$ cat src/rtl/sysinst_pkg.sv
package sysinst_pkg;
  localparam int EL_W    = 2;
  localparam int CLASS_W = 6;
  localparam int RT_W    = 5;

  localparam logic [1:0] ENC_OP0 = 2'b01;
  localparam logic [2:0] ENC_OP1 = 3'b000;
  localparam logic [3:0] ENC_CRN = 4'b0111;
  localparam logic [3:0] ENC_CRM = 4'b0101;
  localparam logic [2:0] ENC_OP2 = 3'b000;

  typedef enum logic [EL_W-1:0] {
    LVL_EL0 = 2'd0,
    LVL_EL1 = 2'd1,
    LVL_EL2 = 2'd2,
    LVL_EL3 = 2'd3
  } excLevel_e;

  // control -> datapath strobes
  typedef struct packed {
    logic load;   // input handshake this cycle
  } ctlStrobe_t;

  // datapath -> control verdict summary
  typedef struct packed {
    logic wantInv;
    logic wantInner;
  } dpVerdict_t;
endpackage

$ cat src/rtl/sysinst_decide_dp.sv
module sysinst_decide_dp
  import sysinst_pkg::*;
#(
  parameter int RT_ZERO = 31
) (
  input  logic              clk,
  input  logic              rstN,
  input  ctlStrobe_t        strobe,
  input  logic [1:0]        op0,
  input  logic [2:0]        op1,
  input  logic [3:0]        crn,
  input  logic [3:0]        crm,
  input  logic [2:0]        op2,
  input  logic [RT_W-1:0]   rt,
  input  logic [EL_W-1:0]   curEl,
  input  logic              el2Enabled,
  input  logic              trapPouMaint,
  input  logic              trapUnifMaint,
  input  logic              fgFeatureImpl,
  input  logic              el3Impl,
  input  logic              el3FgEnable,
  input  logic              fgTrapIcAll,
  input  logic              forceBroadcast,
  output dpVerdict_t        verdict,
  output logic              decMatched,
  output logic              decUndef,
  output logic              decTrap,
  output logic              decInv,
  output logic              invInner,
  output logic              rtNonstd
);
  localparam logic [RT_W-1:0] RT_DEFAULT = RT_W'(RT_ZERO);

  logic isMatch, fgActive, anyTrap, wantUndef, wantTrap;

  always_comb begin
    isMatch   = (op0 == ENC_OP0) && (op1 == ENC_OP1) && (crn == ENC_CRN) &&
                (crm == ENC_CRM) && (op2 == ENC_OP2);
    fgActive  = fgFeatureImpl && (!el3Impl || el3FgEnable);
    anyTrap   = trapPouMaint || trapUnifMaint || (fgActive && fgTrapIcAll);
    wantUndef = 1'b0;
    wantTrap  = 1'b0;
    verdict   = '0;
    if (isMatch) begin
      unique case (excLevel_e'(curEl))
        LVL_EL0: wantUndef = 1'b1;
        LVL_EL1: begin
          if (el2Enabled && anyTrap) begin
            wantTrap = 1'b1;
          end else begin
            verdict.wantInv   = 1'b1;
            verdict.wantInner = el2Enabled && forceBroadcast;
          end
        end
        default: verdict.wantInv = 1'b1;
      endcase
    end
  end

  always_ff @(posedge clk) begin
    if (!rstN) begin
      decMatched <= 1'b0;
      decUndef   <= 1'b0;
      decTrap    <= 1'b0;
      decInv     <= 1'b0;
      invInner   <= 1'b0;
      rtNonstd   <= 1'b0;
    end else begin
      decMatched <= strobe.load && isMatch;
      decUndef   <= strobe.load && wantUndef;
      decTrap    <= strobe.load && wantTrap;
      decInv     <= strobe.load && verdict.wantInv;
      if (strobe.load && verdict.wantInv) invInner <= verdict.wantInner;
      if (strobe.load && isMatch && (rt != RT_DEFAULT)) rtNonstd <= 1'b1;
    end
  end

  AST_ONE_OUTCOME: assert property (@(posedge clk) disable iff (!rstN)
    decMatched |-> $countones({decUndef, decTrap, decInv}) == 1);
  AST_UNMATCHED_QUIET: assert property (@(posedge clk) disable iff (!rstN)
    !decMatched |-> !decUndef && !decTrap && !decInv);
  AST_EL0_UNDEF: assert property (@(posedge clk) disable iff (!rstN)
    strobe.load && isMatch && curEl == 2'd0 |=> decUndef && !decInv);
  AST_HIGH_EL_LOCAL: assert property (@(posedge clk) disable iff (!rstN)
    strobe.load && isMatch && curEl[1] |=> decInv && !invInner);
  AST_STICKY_RT: assert property (@(posedge clk) disable iff (!rstN)
    rtNonstd |=> rtNonstd);
endmodule

$ cat config.mk
export PLATFORM = sky130hd
export DESIGN_NAME = sysinst_decide_dp
export DESIGN_NICKNAME = d
export VERILOG_FILES = /design/src/rtl/sysinst_pkg.sv /design/src/rtl/sysinst_decide_dp.sv
export SDC_FILE = /design/constraint.sdc
export NUM_CORES = 1
export LEC_CHECK = 0
export BUFFER_PORTS_ARGS = -buffer_cell sky130_fd_sc_hd__buf_2
export CAP_MARGIN = 20
export CORE_AREA = 2 2 39 41
export DETAILED_ROUTE_END_ITERATION = 16
export DIE_AREA = 0 0 41 43
export MAX_ROUTING_LAYER = met4
export PLACE_DENSITY = 0.68
export SLEW_MARGIN = 20
export SYNTH_ARGS = -nofsm -noshare
export SYNTH_HDL_FRONTEND = slang
export SYNTH_SLANG_ARGS = --single-unit
$ cat constraint.sdc
create_clock -name clk -period 1.1 [get_ports clk]
set_input_delay 0.22 -clock clk [delete_from_list [all_inputs] [get_ports clk]]
set_output_delay 0.22 -clock clk [all_outputs]
set_load 0.03 [all_outputs]
# --- Yosys cells after proc, flatten, opt, wreduce, memory -nomap -nowiden ---
# Index checks and enable logic that the tools add are counted.
op_classes:
  addsub: 0
  div_mod_pow: 0
  magnitude_cmp: 0
  n_reduce_logical: 20
  shifts: 0
  n_mul: 0
  n_bitwise: 0
  n_mux: 9
  n_eq_ne: 5
ops:
  columns: ["cell", "count"]
  rows:
  - ["$logic_and 1x1->1", 13]
  - ["$eq 4x3->1 const B", 2]
  - ["$logic_not 3->1", 2]
  - ["$mux 1", 6]
  - ["$ne 5x5->1 const B", 1]
  - ["$eq 2x1->1 const B", 2]
  - ["$mux 2", 2]
  - ["$logic_or 1x1->1", 3]
  - ["$logic_not 2->1", 1]
  - ["$pmux 1 s2", 1]
  - ["$logic_not 1->1", 1]
word_totals:
  romBits: 0
  out_inout_bits: 8
  latch_bits: 0
  mem_count: 0
  inputBits: 34
  ff_bits: 6
  elab_cells: 40
  mem_bits_rw: 0

# --- Logic depth before layout (Yosys ltp) ---
# Gate-level depths: netlist of the first run.
logic_depth:
  depth_word: 10
  ltp_mapped: 4

# --- Least setup slack after synthesis of the first run ---
# No wires, ideal clock.
synth_timing:
  path_kind: "input-to-output"
  from: "input port el3FgEnable"
  to: "output port verdict[1] (netlist bit)"
  path_buffers: 0
  arrival_time_ns: 1.288
  cell_stages: 4
  required_time_ns: 0.880
  slack_ns: -0.408
  cell_sequence: "nand2b_4 > a311oi_4 > o21ai_0 > nor2_1"
synth_lines:
  columns: ["item", "line", "text"]
  rows:
  - ["start, declared", "sysinst_decide_dp.sv:21", "input logic el3FgEnable,"]
  - ["end, declared", "sysinst_decide_dp.sv:24", "output dpVerdict_t verdict,"]

==> results of run 1 <==
[registers in the layout, summed over array words and instances (netlist names)]
| name | count |
|---|---|
| decUndef | 1 |
| rtNonstd | 1 |
| invInner | 1 |
| decInv | 1 |
| decMatched | 1 |
| decTrap | 1 |
[metrics by stage]
| stage | setup WS [ns] | power, W | hold WS, ns | TNS (ns) |
|---|---|---|---|---|
| floorplan | -0.121 | 0.000258 | 0.344 | -0.230 |
| global placement | -0.312 | 0.000338 | 0.447 | -1.50 |
| detailed placement | -0.368 | 0.000340 | 0.448 | -1.88 |
| CTS | -0.254 | 0.000548 | 0.221 | -0.498 |
| global route | -0.297 | 0.000584 | 0.247 | -0.792 |
| finish | -0.255 | 0.000552 | 0.236 | -0.569 |
[area by class of cell]
class | count | area (um2) | share of cell area [%]
multi-input cells | 29 | 298 | 38.0
inverters | 2 | 7.51 | 0.957
flip-flops and latches | 6 | 120 | 15.3
well taps | 16 | 20.0 | 2.55
repair buffers | 49 | 317 | 40.4
clock buffers | 3 | 22.5 | 2.87
[timing repair]
action,in CTS,in global routing
hold buffers,0,0
buffers inserted,0,3
setup endpoints to repair,3,4
pin swaps,4,9
gates resized for setup,7,10
[tightest hold or removal path, stage by stage]
cell	delay, ns
buf_2	0.11
nand2_1	0.06
nor3_2	0.04
[per-layer routing]
| metal | vias up | global-route usage [%] | wire (um) |
|---|---|---|---|
| li1 | 239 | - | - |
| met1 | 205 | 12.7 | 329 |
| met2 | 21 | 20.0 | 563 |
| met3 | 4 | 1.57 | 75 |
| met4 | 0 | 12.0 | 25 |
| met5 | - | - | 0 |
[cells in the mapped netlist (all sizes together), types with 2 or more instances]
master,number
nor4b,2
nor2b,2
dfxtp,6
nor2,4
nand2,4
nor4bb,2
and3,3
inv,2
nand3,3
[cell families after synthesis]
| logic type | after synthesis |
|---|---|
| AOI/OAI and AO/OA | 4 |
| buffers and inverters | 2 |
| DFF | 6 |
| muxes | 1 |
| and+or+nand+nor | 24 |
[final timing paths]
path              startpoint          to  slack, ns  depth (start not counted)
setup reg to reg    rtNonstd    rtNonstd       0.50                          2
hold reg to reg     invInner    invInner       0.48                          2
setup / recovery      crn[3]  verdict[0]      -0.26                          6
hold / removal      curEl[0]     decTrap       0.24                          3
[where the power goes]
part | leakage, nW | switching (W) | internal [W]
logic | 0.336 | 0.0000491 | 0.0000881
clock network | 0.0138 | 0.0000738 | 0.000123
registers | 0.0483 | 0.000000000426 | 0.000218
total | 0.398 | 0.000123 | 0.000429
==> results.txt, run 1 <==
The share of flip-flops with an asynchronous set or reset after synthesis is 0%. The smallest setup slack after layout is -0.255 ns. Yosys printed 0 warnings.

Leaving out fill and tap cells, the most frequent cell in the layout is buf_2. The worst stage delay on the critical path is roughly 0.26 ns. The via count of the first global-routing pass came to around 440. The setup violation total in the final timing report is 3. The number of distinct library cells after synthesis is 18. For this run, the leading register cell type out of synthesis is dfxtp_1. For this design, the slowest cell found on the critical path is nor4bb_2. The share of the clock period used by the worst path after layout came out at 123%.

The maximum fanout along the worst path is 2. After detailed routing, the number of remaining DRC violations is 0. Summing over every cut layer, the via total after detailed routing is 469. By area, the combinational part of the netlist is dominated by simple AND/OR/NAND/NOR gates. The maximum number of pins on one net before global-route repair came out at 5. The share of synthesized area occupied by flip-flops and latches came out at about 36%. After detailed placement, the total cell area comes to between 600 and 700 um2. The number of synthesized register bits is 6. The cell class contributing the biggest share of worst-path delay is simple AND/OR/NAND/NOR gates. The clock period minus final worst setup slack came out at approximately 1.4 ns. The overall overflow remaining after global route came out at 0. Summing the areas of all and, or, nand and nor instances in the mapped netlist gives a little over two fifths of the synthesized area. The initial antenna violation count came to 0. By area the synthesized netlist is led by dfxtp_1, a311oi_4, nor4bb_1. The antenna cell count came out at 0. The leakage power summed over all cells is ~0.4 nW.

The site row count is 14. The cell type with the largest total area after synthesis is dfxtp_1. The relative max-transition margin is between 70% and 80%. The transition time at the pin with the least slew margin came out at slightly above 0.3 ns. The overall global routing resource usage is between 10% and 20%. The number of violations reported at the end of detailed-routing iteration 0 is 1. The post-synthesis cell count came out at 37. Port buffering added 41 buffers. The die footprint came out at ~1800 um2. The synthesized netlist net count came out at 71. In the layout the commonest cells are buf_2, buf_6, dfxtp_1, buf_4, clkbuf_4.

The aggregate routed wire length is ~990 um. The vias per cell came out at ~4.5. The total standard cell area after synthesis came out at 337 um2. Between clock sinks in the finished design, the worst skew comes to 0 ns.

The endpoint type of the worst setup path is a primary output. The H-tree depth reported by CTS came out at 1. The routability congestion estimate is between 0.7 and 0.8.

The total of max-cap violations is 0. The critical path startpoint category is a primary input. The clock insertion delay at the later pin of the skew report is approximately 0.24 ns.

The area growth from synthesis to final layout came out at 133%. The clock root buffer is clkbuf_4. The critical path data arrival time is between 1 and 1.5 ns. The number of optimization iterations in the first detailed-route pass came out at 4. At the worst endpoint, the required time is 0.88 ns. The total count of hold-check failures in the final report came out at 0. The total clock buffers created by CTS came out at 3.

The worst hold-check path type is primary input to flip-flop. The chip height is 43 um. Counting both buffers and inverters, the worst setup path holds a total of 2. The final layout net count came out at 125. The cell seen most often among critical-path stages is buf_6. The wire length per cell came out at 9.47 um.

Once detail routing completed, the nets flagged for antenna violations numbered 0. The critical path start-end classification is primary input to primary output. Of the post-synthesis cell area, the part taken by muxes is under 10%. 42 I/O pins were placed. The power per cell area is between 700 and 800 nW/um2. The count of placed standard cells in the final layout, fillers left out is about 110.

The adder-cell area share of the yosys netlist came out at 0%. The per-instance average area after synthesis came out at 9.10 um2. TritonCTS built the clock tree. The compound-cell area share of the yosys netlist is 15.6%. The xor-xnor portion of the synthesized cell area came out at 0%.

The number of enable flip-flop cells after synthesis is 0. The maximum buffer depth of the clock tree came out at 2. The global-route wire length before repair came out at approximately 1500 um. The peak supply drop came out at approximately 250 uV. The area fraction of the dominant cell type after synthesis is 35.7%. Setup repair after global routing could not meet its margin everywhere.

The layout filler cell count came out at between 100 and 150. The total clock sinks is 6. The max-slew violation count was 0. The summed area of non-filler cells in the final layout came out at 785 um2. Including well taps, the total number of placed cells is 100. The area of the core region is about 1400 um2. The run finished, with violations left. The achievable frequency is about 0.74 GHz.

The floorplan step set the die width to ~41 um. The checks that failed: negative setup slack. For this configuration, the core starts out at a cell density of about 24%. Of the cells placed in the final design, the portion with a size suffix greater than 1 is a little under 80%. The signal on the critical path passes through buf_6 > nor4bb_2 > and3_4 > nand2_4 > nor2_4 > buf_6. For this run, the share of the core covered by cells in the final layout is approximately 57%.

The clock input transition at the sequential cells of the worst setup and hold paths came out at around 0.04 ns.
Note: power is estimated with default switching activity, not from simulation.
==> run 2, diff against run 1 <==
--- a/config.mk
+++ b/config.mk
@@ -6,12 +6,12 @@
 export NUM_CORES = 1
 export LEC_CHECK = 0
 export BUFFER_PORTS_ARGS = -buffer_cell sky130_fd_sc_hd__buf_2
-export CAP_MARGIN = 20
 export CORE_AREA = 2 2 39 41
 export DETAILED_ROUTE_END_ITERATION = 16
 export DIE_AREA = 0 0 41 43
 export MAX_ROUTING_LAYER = met4
 export PLACE_DENSITY = 0.68
+export RECOVER_POWER = 100
 export SLEW_MARGIN = 20
 export SYNTH_ARGS = -nofsm -noshare
 export SYNTH_HDL_FRONTEND = slang
==> run 2 against run 1 <==
The flow still finishes with violations (negative setup slack); sequential power about the same; total power about the same; non-clock buffer count unchanged; cell area unchanged; critical path type unchanged; critical endpoint unchanged; largest cell class unchanged; highest routed layer unchanged.
==> results.txt, run 2 (synthesized netlist as in run 1, its figures left out) <==
The flow ran to the end, but the final reports show violations. The final reports fail on negative setup slack. Buffers inserted during clock tree synthesis total 3. In this run the core area contains 14 standard-cell rows. The die footprint is 1760 um2.

The top cell types in the final layout, fill and taps aside, are buf_2, buf_6, dfxtp_1, clkbuf_2, buf_4. The clock network accounts for a little over a third of the total power. The via count of the first global-routing pass came to roughly 440. The relative max-transition margin came out at just under 80%. The worst reg2reg path depth is 2. The worst setup path is launched from a primary input. The required time of the critical path is between 0.8 and 0.9 ns.

The endpoint type of the worst setup path is a primary output. The smallest clock period supported by the final layout is computed as about 1.4 ns. The post-route setup TNS is -0.569 ns.

The antenna violation net count after detailed routing is 0. The share of the clock period used by the worst path after layout came out at 123%. The transition time at the pin with the least slew margin is between 0.3 and 0.4 ns. The setup violation total in the final timing report came out at 3. The achievable frequency is 0.738 GHz.

CTS built an H-tree with a depth of 1. Global routing used around an eighth of the available tracks. The clock input transition at the sequential cells of the worst setup and hold paths is ~0.04 ns. The total count of hold-check failures in the final report came to 0. The net switching power figure is about 0.00012 W. The first detailed-routing pass took 4 iterations.

After detailed routing, the number of vias per cell comes to 4.47. The critical path is of the primary input to primary output type. The finished cells cover 785 um2.

The post-route DRC violation count is 0. The worst stage delay on the critical path came out at 0.26 ns. In this run, the combinational gates consume 24.8% of the power. The proportion of layout cells with a drive suffix above 1 is slightly below 80%. The top-level I/O count came out at 42. The slack of the worst reg-to-reg path came out at around 0.49 ns. The peak supply drop came out at 255 uV. For hold timing, the worst endpoint is decTrap.

The switching share of power came out at between 20% and 30%. Once routing completed, OpenROAD measured the worst setup slack at -0.255 ns. The total number of vias is ~470. The maximum number of pins on one net before global-route repair is 5.

At the placement stage, the worst setup path has a slack of -0.368 ns. Relative to the synthesized area, the layout overhead comes to 133%. The congestion estimate from routability-driven global placement came to 0.703. The library cell used most frequently in the layout, excluding fill and tap cells, is buf_2. The die is between 40 and 50 um tall. The global-route wire length before repair came out at 1480 um. After global routing the overflow that remains totals 0. The critical path data arrival time is approximately 1.1 ns. The path class of the tightest hold or removal check is primary input to flip-flop. The maximum fanout along the worst path is 2. The worst clock skew came out at 0 ns. The sequential group share of total power is about two fifths. The wire length per cell came out at roughly 9.4 um. The total clock sinks is 6. The buffering stage count on the worst path with inverters included is 2. The number of cells traversed by the worst hold path came out at 3.

CTS placed an instance of clkbuf_4 at the clock tree root. The power per cell area is between 700 and 800 nW/um2. The clock tree from TritonCTS is yes.

The area of placed instances came out at between 600 and 700 um2. Grouping stages by cell kind, the critical path spends the most delay in simple AND/OR/NAND/NOR gates. The startpoint of the worst hold path is curEl[0]. The maximum buffer depth of the clock tree came out at 2. The area of the core region is 1380 um2. The effective utilization at floorplan is between 20% and 30%.

In this run the critical register-to-register path is captured at rtNonstd. For this block, the initial DRC count from the detailed router was 1. The cell seen most often among critical-path stages is buf_6. The initial antenna violation count came out at 0. The number of hold-repair buffers added at the cts stage is 0. The final layout net count is roughly 130.

In this run the static leakage power is 0.392 nW. The width of the chip is approximately 40 um. The aggregate routed wire length came out at a little under 1000 um. Traced cell by cell, the critical path runs through buf_6 > nor4bb_2 > and3_4 > nand2_4 > nor2_4 > buf_6. The count of input and output buffers is 41. Setup repair after global routing could not meet its margin everywhere.

The max-slew violation count came to 0. Counting buffers and inverters, the worst setup path is 6 cells deep. 0 antenna diodes ended up in the layout. Final hold analysis gives a worst-case slack of between 0.2 and 0.25 ns. The total of max-cap violations is 0.

The internal power of the cells totals ~0.00043 W. The slowest stage of the critical path belongs to the cell nor4bb_2. The startpoint identified for the worst register-to-register timing path is rtNonstd.

Clock latency on the worst-skew pair, taken at its later pin, is between 0.2 and 0.25 ns.
-- run 2: cell count changes in the layout (fill, tap and decap cells not counted), sizes merged --
cell	change
buf	-6
clkbuf	+6
-- run 2: power by group through the flow --
stage	combinational (W)	clock [W]	sequential [W]
after floorplan	0.0000360	0	0.000222
after global placement	0.000116	0	0.000222
after detailed placement	0.000118	0	0.000222
after CTS	0.000124	0.000205	0.000218
after global routing	0.000149	0.000218	0.000218
final	0.000137	0.000197	0.000218
-- run 2: metrics by stage --
| stage | power [W] | utilization (%) | std cells |
|---|---|---|---|
| 2_1_floorplan | 0.000258 | - | 37 |
| 3_3_place_gp | 0.000338 | 47.6 | 100 |
| 3_5_place_dp | 0.000340 | 47.6 | 100 |
| 4_1_cts | 0.000548 | 51.5 | 103 |
| 5_1_grt | 0.000584 | 56.7 | 105 |
| 6_report | 0.000552 | 56.7 | 105 |
-- run 2: cell type report --
cell class / count / area [um2]
Clock buffer: 3 / 22.5
Fill cell: 123 / 599
Inverter: 2 / 7.51
Multi-Input combinational cell: 29 / 298
Sequential cell: 6 / 120
Tap cell: 16 / 20.0
Timing Repair Buffer: 49 / 317
-- run 2: metal layers --
layer  global-route usage [%]  vias up  wire length [um]
met3                     1.57        4                72
met4                     12.0        0                25
met5                        -        -                 0
met1                     12.7      205               329
met2                     20.0       21               563
li1                         -      239                 -
-- run 2: how the worst max path moves through the flow --
stage           start         end  slack, ns
2_1_floorplan  op1[1]  verdict[0]      -0.12
3_3_place_gp   op1[1]  verdict[0]      -0.31
3_5_place_dp   crn[3]  verdict[0]      -0.37
4_1_cts        crm[1]  verdict[0]      -0.25
5_1_grt        crn[3]  verdict[1]      -0.30
6_report       crn[3]  verdict[0]      -0.26
-- run 2: worst min-delay path: stages --
cell and delay (ns):
buf_2 0.11, nand2_1 0.06, nor3_2 0.04
-- run 2: what timing repair did --
action,in CTS,in global routing
gates resized for setup,7,10
setup endpoints to repair,3,4
setup buffers,0,3
cloned,0,0
pin swaps,4,9
==> run 3, diff against run 2 <==
--- a/config.mk
+++ b/config.mk
@@ -12,6 +12,7 @@
 export MAX_ROUTING_LAYER = met4
 export PLACE_DENSITY = 0.68
 export RECOVER_POWER = 100
+export SETUP_SLACK_MARGIN = 0.05
 export SLEW_MARGIN = 20
 export SYNTH_ARGS = -nofsm -noshare
 export SYNTH_HDL_FRONTEND = slang
==> run 3 against run 2 <==
The flow still finishes with violations (negative setup slack); non-clock buffer count decreased by 1; total power down 0.30%; critical path type unchanged; clock skew stayed put; register-to-register slack got worse by 0.03 ns; core utilization shrank 0.36 points; highest routed layer unchanged; routed wire length rose by 4.8%; die area unchanged; combinational power about the same; critical path depth unchanged; via count up 1.1%; clock power fell by 2%.
==> results.txt, run 3 (synthesized netlist as in run 1, its figures left out) <==
The critical path startpoint category is a primary input. The first global-routing pass estimated about 1700 um of wire. The finished cells cover around 780 um2. In this run the horizontal extent of the chip is 41 um. The clock root buffer is clkbuf_4.

The final reports fail on negative setup slack. Clock-pin slew was measured on the worst setup and hold paths at 0.04 ns. The count of input and output buffers came out at 41. Of all nets on the critical path, the largest fanout is 2. The initial antenna violation count came out at 0. The top cell types in the final layout, fill and taps aside, are buf_2, dfxtp_1, buf_6, clkbuf_2, buf_4. The share of the clock period used by the worst path after layout came out at 122%.

Global routing finished with a remaining overflow of 0. The setup violation total in the final timing report came out at 3. Summing all flip-flop and latch instances after layout gives ~120 um2.

The layout filler cell count came out at 124. The proportion of layout cells with a drive suffix above 1 is between 70 and 80%. In this run the number of H-tree levels came out at 1. The most common cell after layout, fill and taps aside is buf_2.

The number of optimization iterations in the first detailed-route pass came out at 2. The worst clock skew came out at 0 ns. The via count of the first global-routing pass is 457. The max-slew violation count is 0. The total number of vias came out at between 400 and 500.

The leakage power summed over all cells came out at 0.395 nW. The final core utilization is 56.3%. For this block, the initial DRC count from the detailed router was 1. The area of the core region came out at 1380 um2. The routed design has slightly above 1000 um of wire. The relative max-transition margin is approximately 80%.

The achievable frequency came out at approximately 0.74 GHz. The routability congestion estimate is ~0.71. The final layout net count came out at 124. The total clock buffers created by CTS is 3. The total count of hold-check failures in the final report was 0. Dividing total power by cell area gives a power density of between 700 and 800 nW/um2. The die is 43 um tall.

The endpoint type of the worst setup path is a primary output. The area occupied by multi-input gates came out at 317 um2. For this design, the CTS-stage hold fixing added 0 buffers. Setup repair after global routing could not meet its margin everywhere. The smallest setup slack after layout came out at -0.244 ns. Entering global routing, the biggest net connects 5 pins. In this run the deepest clock path goes through 2 buffers.

Data on the critical path arrives at its endpoint at around 1.1 ns. The vias per cell came out at around 4.6. 0 antenna diodes ended up in the layout. The critical path start-end classification is primary input to primary output. The wire length per cell is between 9 and 10 um.

In this run the remaining antenna-violating nets after routing total 0. The design draws ~0.00055 W. The worst hold-check path type is primary input to flip-flop. On the final layout, the worst hold slack is around 0.25 ns. The die covers 1760 um2.

STA puts the critical path data required time at slightly below 0.9 ns. TritonCTS built the clock tree. The top-level I/O count is 42. The slack of the worst reg-to-reg path came out at ~0.46 ns. In the global route stage, overall resource usage came out at approximately 14%.

The pre-CTS setup slack is -0.346 ns. The total clock sinks came out at 6. For this run, design rule violations remaining after detail routing come to 0.

The worst-case IR drop observed on VDD is 241 uV. The effective utilization at floorplan is between 20 and 25%. The clock period minus final worst setup slack is between 1 and 1.5 ns.

The clock insertion delay at the later pin of the skew report is approximately 0.24 ns. The run finished, with violations left. The site row count is 14.

For the pin with the worst max-slew slack, the measured transition is ~0.27 ns. The area growth from synthesis to final layout is 132%. In this run the cell area measured after placement is about 650 um2. The total of max-cap violations is 0.
## run 3: cell count changes in the layout (fill, tap and decap cells not counted)
cell      before  now
nor4bb_1       0    1
nor2_1         2    1
nand3_2        1    0
nor4bb_4       0    1
nor4b_4        1    2
buf_2         28   30
nor4bb_2       2    0
nand3_4        0    1
nand2_2        1    0
buf_6          9    6
nor4b_2        1    0
nand2_1        2    3
nor2_2         0    1
## run 3: routing by layer
layer	wire (um)	track usage, %	up-vias
met5	0	-	-
li1	-	-	236
met2	568	23.8	24
met1	378	15.0	212
met4	9	10.0	0
met3	82	1.57	2
## run 3: report_power, final
part	internal (W)	switching, W	total, W
combinational	0.0000855	0.0000534	0.000139
sequential	0.000218	0.000000000475	0.000218
clock	0.000123	0.0000706	0.000193
## run 3: through the flow
| step | cells | TNS (ns) |
|---|---|---|
| floorplan | 37 | -0.243 |
| global placement | 99 | -1.48 |
| detailed placement | 99 | -1.56 |
| CTS | 103 | -0.491 |
| global route | 104 | -0.813 |
| finish | 104 | -0.501 |
## run 3: worst paths after layout
path                 start         end  cells past startpoint
hold / removal    curEl[0]     decTrap                      3
setup / recovery    crn[3]  verdict[1]                      6
hold reg to reg   invInner    invInner                      2
setup reg to reg  rtNonstd    rtNonstd                      2
## run 3: layout make-up
cell class	count	share of cell area [%]
Tap cell	16	2.57
Multi-Input combinational cell	29	40.6
Sequential cell	6	15.4
Clock buffer	3	2.89
Inverter	2	0.963
Timing Repair Buffer	48	37.6
## run 3: worst max-delay path, stage by stage
cell and delay, ns:
buf_2 0.10, nor4bb_1 0.25, and3_4 0.24, nand2_4 0.07
nor2_4 0.10, buf_6 0.13
## run 3: repair_timing
| action | CTS | global route |
|---|---|---|
| endpoints found under the hold margin | 0 | 0 |
| resized for setup | 11 | 6 |
| pin swaps | 4 | 1 |
| buffers inserted | 1 | 1 |
| setup endpoints to repair | 4 | 7 |
